[src/rtl/prof_pkg.sv]
package prof_pkg;
  localparam int unsigned BIN_W     = 16;
  localparam int unsigned SAT_LIMIT = 65000;
  typedef logic [BIN_W-1:0] bin_t;
endpackage

[src/rtl/prof_sampler.sv]
module prof_sampler #(
  parameter int PC_W    = 16,
  parameter int PER_W   = 16,
  parameter int CNT_W   = 32,
  parameter int BIN_LOG = 6
) (
  input  logic               clk,
  input  logic               rst_n,
  input  logic               retire_valid,
  input  logic [PC_W-1:0]    retire_pc,
  input  logic               prof_en,
  input  logic [PER_W-1:0]   period,
  output logic               smp_valid,
  output logic [BIN_LOG-1:0] smp_idx,
  output logic [CNT_W-1:0]   inst_total,
  output logic [CNT_W-1:0]   cycle_total
);
  localparam int IDX_W = PC_W - 2;

  logic [PER_W-1:0] cnt_q;
  logic [PER_W-1:0] eff_per;
  logic [PER_W:0]   cnt_nxt;
  logic             hit;
  logic [IDX_W-1:0] pc_idx;
  logic             in_range;

  always_comb begin
    if (!prof_en)          eff_per = '1;
    else if (period == '0) eff_per = PER_W'(1);
    else                   eff_per = period;
  end

  assign cnt_nxt  = {1'b0, cnt_q} + (PER_W+1)'(1);
  assign hit      = cnt_nxt >= {1'b0, eff_per};
  assign pc_idx   = retire_pc[PC_W-1:2];
  assign in_range = (pc_idx >> BIN_LOG) == '0;

  always_ff @(posedge clk) begin
    if (!rst_n) begin
      cnt_q       <= '0;
      inst_total  <= '0;
      cycle_total <= '0;
      smp_valid   <= 1'b0;
      smp_idx     <= '0;
    end else begin
      smp_valid <= retire_valid && hit && in_range;
      smp_idx   <= pc_idx[BIN_LOG-1:0];
      if (retire_valid) begin
        inst_total <= inst_total + CNT_W'(1);
        if (hit) begin
          cnt_q       <= PER_W'(cnt_nxt - {1'b0, eff_per});
          cycle_total <= cycle_total + CNT_W'(eff_per);
        end else begin
          cnt_q <= cnt_nxt[PER_W-1:0];
        end
      end
    end
  end
endmodule

[src/rtl/prof_bins.sv]
module prof_bins
  import prof_pkg::*;
#(
  parameter int BIN_LOG = 6
) (
  input  logic               clk,
  input  logic               rst_n,
  input  logic               smp_valid,
  input  logic [BIN_LOG-1:0] smp_idx,
  input  logic               clr_start,
  input  logic [BIN_LOG-1:0] rd_idx,
  output bin_t               rd_data,
  output logic               clr_busy,
  output logic               clr_done
);
  localparam int NBINS = 1 << BIN_LOG;

  bin_t               mem [NBINS];
  logic               pend_v;
  logic [BIN_LOG-1:0] pend_idx;
  bin_t               pend_val;
  bin_t               cur;
  bin_t               inc;
  logic [BIN_LOG-1:0] sweep_ptr;

  assign cur     = (pend_v && pend_idx == smp_idx) ? pend_val : mem[smp_idx];
  assign inc     = (cur < BIN_W'(SAT_LIMIT)) ? cur + BIN_W'(1) : cur;
  assign rd_data = (pend_v && pend_idx == rd_idx) ? pend_val : mem[rd_idx];

  always_ff @(posedge clk) begin
    if (!rst_n) begin
      pend_v    <= 1'b0;
      pend_idx  <= '0;
      pend_val  <= '0;
      clr_busy  <= 1'b0;
      clr_done  <= 1'b0;
      sweep_ptr <= '0;
      for (int i = 0; i < NBINS; i++) mem[i] <= '0;
    end else begin
      pend_v   <= smp_valid && !clr_busy && !clr_start;
      pend_idx <= smp_idx;
      pend_val <= inc;

      if (clr_busy)    mem[sweep_ptr] <= '0;
      else if (pend_v) mem[pend_idx]  <= pend_val;

      if (clr_start && !clr_busy) begin
        clr_busy  <= 1'b1;
        clr_done  <= 1'b0;
        sweep_ptr <= '0;
      end else if (clr_busy) begin
        sweep_ptr <= sweep_ptr + BIN_LOG'(1);
        if (sweep_ptr == BIN_LOG'(NBINS - 1)) begin
          clr_busy <= 1'b0;
          clr_done <= 1'b1;
        end
      end
    end
  end
endmodule

[src/rtl/pc_profiler.sv]
module pc_profiler
  import prof_pkg::*;
#(
  parameter int PC_W    = 16,
  parameter int PER_W   = 16,
  parameter int CNT_W   = 32,
  parameter int BIN_LOG = 6
) (
  input  logic               clk,
  input  logic               rst_n,
  input  logic               retire_valid,
  input  logic [PC_W-1:0]    retire_pc,
  input  logic               prof_en,
  input  logic [PER_W-1:0]   period,
  input  logic               clr_start,
  output logic               clr_busy,
  output logic               clr_done,
  input  logic               req_valid,
  output logic               req_ready,
  input  logic [BIN_LOG-1:0] req_idx,
  output logic               rsp_valid,
  input  logic               rsp_ready,
  output logic [BIN_W-1:0]   rsp_data,
  output logic [CNT_W-1:0]   inst_total,
  output logic [CNT_W-1:0]   cycle_total
);
  logic               smp_valid;
  logic [BIN_LOG-1:0] smp_idx;
  bin_t               rd_data;

  prof_sampler #(
    .PC_W(PC_W), .PER_W(PER_W), .CNT_W(CNT_W), .BIN_LOG(BIN_LOG)
  ) u_sampler (
    .clk(clk), .rst_n(rst_n), .retire_valid(retire_valid),
    .retire_pc(retire_pc), .prof_en(prof_en), .period(period),
    .smp_valid(smp_valid), .smp_idx(smp_idx),
    .inst_total(inst_total), .cycle_total(cycle_total)
  );

  prof_bins #(.BIN_LOG(BIN_LOG)) u_bins (
    .clk(clk), .rst_n(rst_n), .smp_valid(smp_valid), .smp_idx(smp_idx),
    .clr_start(clr_start), .rd_idx(req_idx), .rd_data(rd_data),
    .clr_busy(clr_busy), .clr_done(clr_done)
  );

  assign req_ready = !clr_busy && (!rsp_valid || rsp_ready);

  always_ff @(posedge clk) begin
    if (!rst_n) begin
      rsp_valid <= 1'b0;
      rsp_data  <= '0;
    end else if (req_valid && req_ready) begin
      rsp_valid <= 1'b1;
      rsp_data  <= rd_data;
    end else if (rsp_ready) begin
      rsp_valid <= 1'b0;
    end
  end
endmodule

[config.mk]
export PLATFORM = sky130hd
export DESIGN_NAME = pc_profiler
export DESIGN_NICKNAME = d
export VERILOG_FILES = /design/src/rtl/prof_pkg.sv /design/src/rtl/prof_sampler.sv /design/src/rtl/prof_bins.sv /design/src/rtl/pc_profiler.sv
export SDC_FILE = /design/constraint.sdc
export NUM_CORES = 2
export LEC_CHECK = 0
export BUFFER_PORTS_ARGS = -buffer_cell sky130_fd_sc_hd__buf_2
export CELL_PAD_IN_SITES_DETAIL_PLACEMENT = 0
export CELL_PAD_IN_SITES_GLOBAL_PLACEMENT = 2
export CORE_MARGIN = 4
export CORE_UTILIZATION = 49
export DETAILED_ROUTE_END_ITERATION = 16
export PLACE_DENSITY_LB_ADDON = 0.1
export RECOVER_POWER = 50
export SYNTH_ARGS = -nofsm -noshare
export SYNTH_HDL_FRONTEND = slang
export SYNTH_HIERARCHICAL = 1
export SYNTH_SLANG_ARGS = --single-unit
[constraint.sdc]
create_clock -name clk -period 10.4 [get_ports clk]
set_input_delay 1.56 -clock clk [delete_from_list [all_inputs] [get_ports clk]]
set_output_delay 1.56 -clock clk [all_outputs]
set_load 0.02 [all_outputs]
==> impl_metrics.py <==
metrics = {
    "run_status": {
        "status": "finished, violations left",
        "violations": "capacitance limit, slew limit",
    },
    "layout": {
        "fillers": 10425,
        "instances_no_fill": 6310,
        "multi_input_area_mm2": 0.0253,
        "regArea_mm2": 0.0335,
        "utilization": 0.542,
        "area_growth_pct": 9.24,
        "drive_gt1_frac": 0.192,
        "final_nets": 4655,
        "fin_area_mm2": 0.0664,
    },
    "routing": {
        "drt_iter0_drc": 5158,
        "drc_errors": 0,
        "vias_per_cell": 6.54,
        "ant_nets": 0,
        "drt_first_pass_iters": 6,
        "dr_total_vias": 41281,
        "wl_per_cell_um": 32.7,
        "wirelength_um": 206000,
    },
    "setup_path": {
        "required_ns": 10.79,
        "crit_type": "in -> reg",
        "r2r_cells": 5,
        "r2r-start": "u_bins/clr_busy$_SDFF_PN0_",
        "r2r_end": "u_bins/mem[18][14]$_SDFFCE_PN0P_",
        "start_kind": "input port",
        "crit_path_max_fanout": 33,
        "reg2reg_slack_ns": 4.66,
        "worst_ep_arrival_time_ns": 8.06,
        "crit_path_end_kind": "register",
    },
    "logic_synthesis": {
        "yosysSeqAreaShare": 0.551,
        "synth-simple-area-share": 0.116,
        "synth_ff_type": "edfxtp_1",
        "synth_fa_ha_area_frac": 0.00807,
        "syn_inst": 4586,
        "yosys_warnings": 6,
        "async_flop_share": 0,
        "synth-edff-count": 1024,
        "synthXorXnorAreaFrac": 0.0123,
        "syn-cell-area_mm2": 0.0608,
        "synth.net_count": 4669,
        "synth_top_family_by_area": "multiplexers",
        "synth_compound_area_frac": 0.0466,
        "ys_seq_elements": 1159,
        "synth_mux_area_frac": 0.231,
        "avgSynthCellArea_um2": 13.2,
        "synth_cell_types": 88,
    },
    "job": {
        "drv_cap": 11,
    },
    "timing": {
        "slew_violations": 179,
        "final-setup-viol-count": 0,
        "setup_tns_ns": 0,
        "setup_slack_ns": 2.73,
        "grt_setup_unrepaired": "no",
        "fin_crit_ns": 7.67,
        "worst_pin_slew_ns": 2.94,
        "post-route-period-util": 0.737,
        "finalClockSkew_ns": 0.0303,
        "hold_viol": 0,
        "timing.fmax_mhz": 130,
        "relSlewSlack": -0.957,
    },
    "clocking": {
        "hold_buffers": 0,
        "post-cts-setup-buffer-count": 0,
        "cts_tree": "built",
        "cts.sinks": 1159,
        "cts-root-buf": "clkbuf_16",
        "clkSlewWorstSetupHoldPaths_ns": 0.06,
        "h-tree-depth": 4,
        "numCtsBuffers": 134,
        "clk_latency_ns": 0.78,
        "cts.repair.resized": 0,
        "cts_max_path_buffers": 3,
    },
    "floorplanning": {
        "die_h_um": 360,
        "ios": 129,
        "row_count": 128,
        "die_w_um": 360,
        "die_area_mm2": 0.130,
        "start_util": 0.496,
        "coreArea_mm2": 0.123,
    },
    "global_route": {
        "grt_pass1_vias": 40332,
        "antenna_found_initial": 18,
        "grtUsageTotal": 0.316,
        "use_met3": 0.0722,
        "use_met2": 0.499,
        "grt_max_degree": 124,
        "grt-ovfl-total": 0,
        "grt_pass1_wl_um": 295000,
        "use_met1": 0.430,
        "busiest_layer": "met2",
    },
    "placed_design": {
        "dp_slack_ns": 4.07,
        "dp_hpwl_um": 133000,
        "gp_congestion": 0.940,
        "post-place-cells": 6060,
        "port_buffers": 126,
        "placed_area_mm2": 0.0625,
    },
    "pwr": {
        "power.density_mw_per_mm2": 165,
        "power_frac_comb": 0.102,
        "p_sw_frac": 0.246,
        "seq_power_share": 0.485,
        "peakVddDrop_mv": 0.171,
        "p_leak_nw": 21.6,
        "p_int_w": 0.00825,
        "switching_power_w": 0.00269,
        "clkPwrFrac": 0.413,
    },
    "worst_hold_path": {
        "min_from": "rsp_data[15]$_SDFFE_PN0P_",
        "whs_path_depth": 2,
        "hold_path_class": "reg -> reg",
        "hold_end": "rsp_data[15]$_SDFFE_PN0P_",
    },
}
==> registers in the layout (all words and copies together) (netlist names) <==
name                   flops
u_bins/pend_idx            6
rsp_valid                  1
u_bins/sweep_ptr           6
rsp_data                  16
u_sampler/smp_idx          6
u_bins/clr_busy            1
u_sampler/inst_total      32
u_bins/mem              1024
u_sampler/smp_valid        1
u_bins/clr_done            1
u_sampler/cnt_q           16
u_bins/pend_val           16
u_bins/pend_v              1
u_sampler/cycle_total     32
==> cell families after synthesis <==
family / after synthesis
simple gates: 1702
fa+ha+maj: 38
flops: 1159
mux: 741
compound gates: 425
xor+xnor: 85
buf+inv: 436
==> power by group through the flow <==
stage / registers [W] / clock network, W / logic, W
after CTS: 0.00530 / 0.00459 / 0.00111
after global placement: 0.00539 / 0 / 0.00110
after global routing: 0.00532 / 0.00479 / 0.00116
after detailed placement: 0.00540 / 0 / 0.00110
after floorplan: 0.00536 / 0 / 0.000712
final: 0.00530 / 0.00452 / 0.00112
==> routing by layer <==
layer,wire [um],vias to the layer above
met5,61,-
met4,8980,10
met3,21500,346
met2,97100,2225
met1,78900,21353
li1,-,17347
==> metrics by stage <==
step	total power [W]	hold slack, ns
after detailed placement	0.00650	0.446
after floorplan	0.00607	0.409
after CTS	0.0110	0.456
after global routing	0.0113	0.472
final	0.0109	0.457
after global placement	0.00649	0.443
==> Yosys cell counts (16+ instances only) <==
cell type / instances / area, um2
nand3_1: 43 / 215
o22ai_1: 17 / 106
buf_6: 34 / 383
clkbuf_1: 269 / 1010
nor2_1: 1135 / 4260
inv_1: 45 / 169
dfxtp_1: 135 / 2700
buf_4: 17 / 128
mux2_2: 44 / 495
and2_1: 26 / 163
a21oi_1: 106 / 531
nand4_1: 20 / 125
mux4_2: 516 / 11600
a211oi_1: 17 / 128
xor2_1: 34 / 298
nand2b_1: 29 / 181
xnor2_1: 51 / 447
mux2i_1: 176 / 1760
o21ai_0: 68 / 340
nor3_1: 38 / 190
nor4_1: 26 / 163
nand2_1: 294 / 1100
buf_1: 39 / 146
o31ai_1: 16 / 120
edfxtp_1: 1024 / 30700
ha_1: 36 / 450
buf_2: 18 / 90.1
a22oi_1: 96 / 721
nor2b_1: 18 / 113
==> worst max-delay path: stages <==
cell and delay [ns]:
clkbuf_1 1.53, nand2_1 0.29, nor2_4 0.15, buf_4 0.45, mux2_1 0.46, nor3_1 1.45, nand2_1 1.05, nand2_1 1.05
==> worst max-delay path by stage <==
stage / from / to / slack (ns) / cells past startpoint
after global routing: rst_n / u_bins/mem[0][13]$_SDFFCE_PN0P_ / 2.70 / 8
after detailed placement: rst_n / u_bins/mem[3][13]$_SDFFCE_PN0P_ / 4.07 / 9
after floorplan: req_idx[0] / rsp_data[15]$_SDFFE_PN0P_ / 5.70 / 9
final: rst_n / u_bins/mem[18][14]$_SDFFCE_PN0P_ / 2.73 / 8
after CTS: rst_n / u_bins/mem[3][12]$_SDFFCE_PN0P_ / 4.89 / 9
after global placement: rst_n / u_bins/mem[19][11]$_SDFFCE_PN0P_ / 4.07 / 9
==> area by class of cell <==
| type | instances | area share |
|---|---|---|
| flip-flops and latches | 1159 | 0.504 |
| multi-input cells | 2991 | 0.381 |
| clock buffers | 174 | 0.0545 |
| well taps | 1625 | 0.0306 |
| repair buffers | 240 | 0.0193 |
| clock inverters | 66 | 0.00780 |
| inverters | 46 | 0.00260 |
| diodes | 9 | 0.000339 |
==> cell usage in the layout, fill, tap and decap left out, types with 14 or more instances in the layout <==
cell type and count:
clkinv_2 19, a21oi_1 106, nand4_1 20, o22ai_1 17
a22oi_1 96, mux2_2 42, nand2_1 278, o21ai_0 69
buf_2 38, clkinv_1 28, ha_1 36, nor2b_1 14
inv_1 44, buf_4 57, xnor2_1 51, nand2b_1 29
a211oi_1 17, clkbuf_16 138, edfxtp_1 1024, nand3_1 43
dfxtp_1 132, nor3_1 38, or4_1 15, mux4_2 516
nor4_1 25, nor2_1 1133, xor2_1 34, and2_1 19
mux2i_1 176, a31oi_1 15, clkbuf_1 169, o31ai_1 16
No activity file was read; power rests on OpenSTA's default activity.
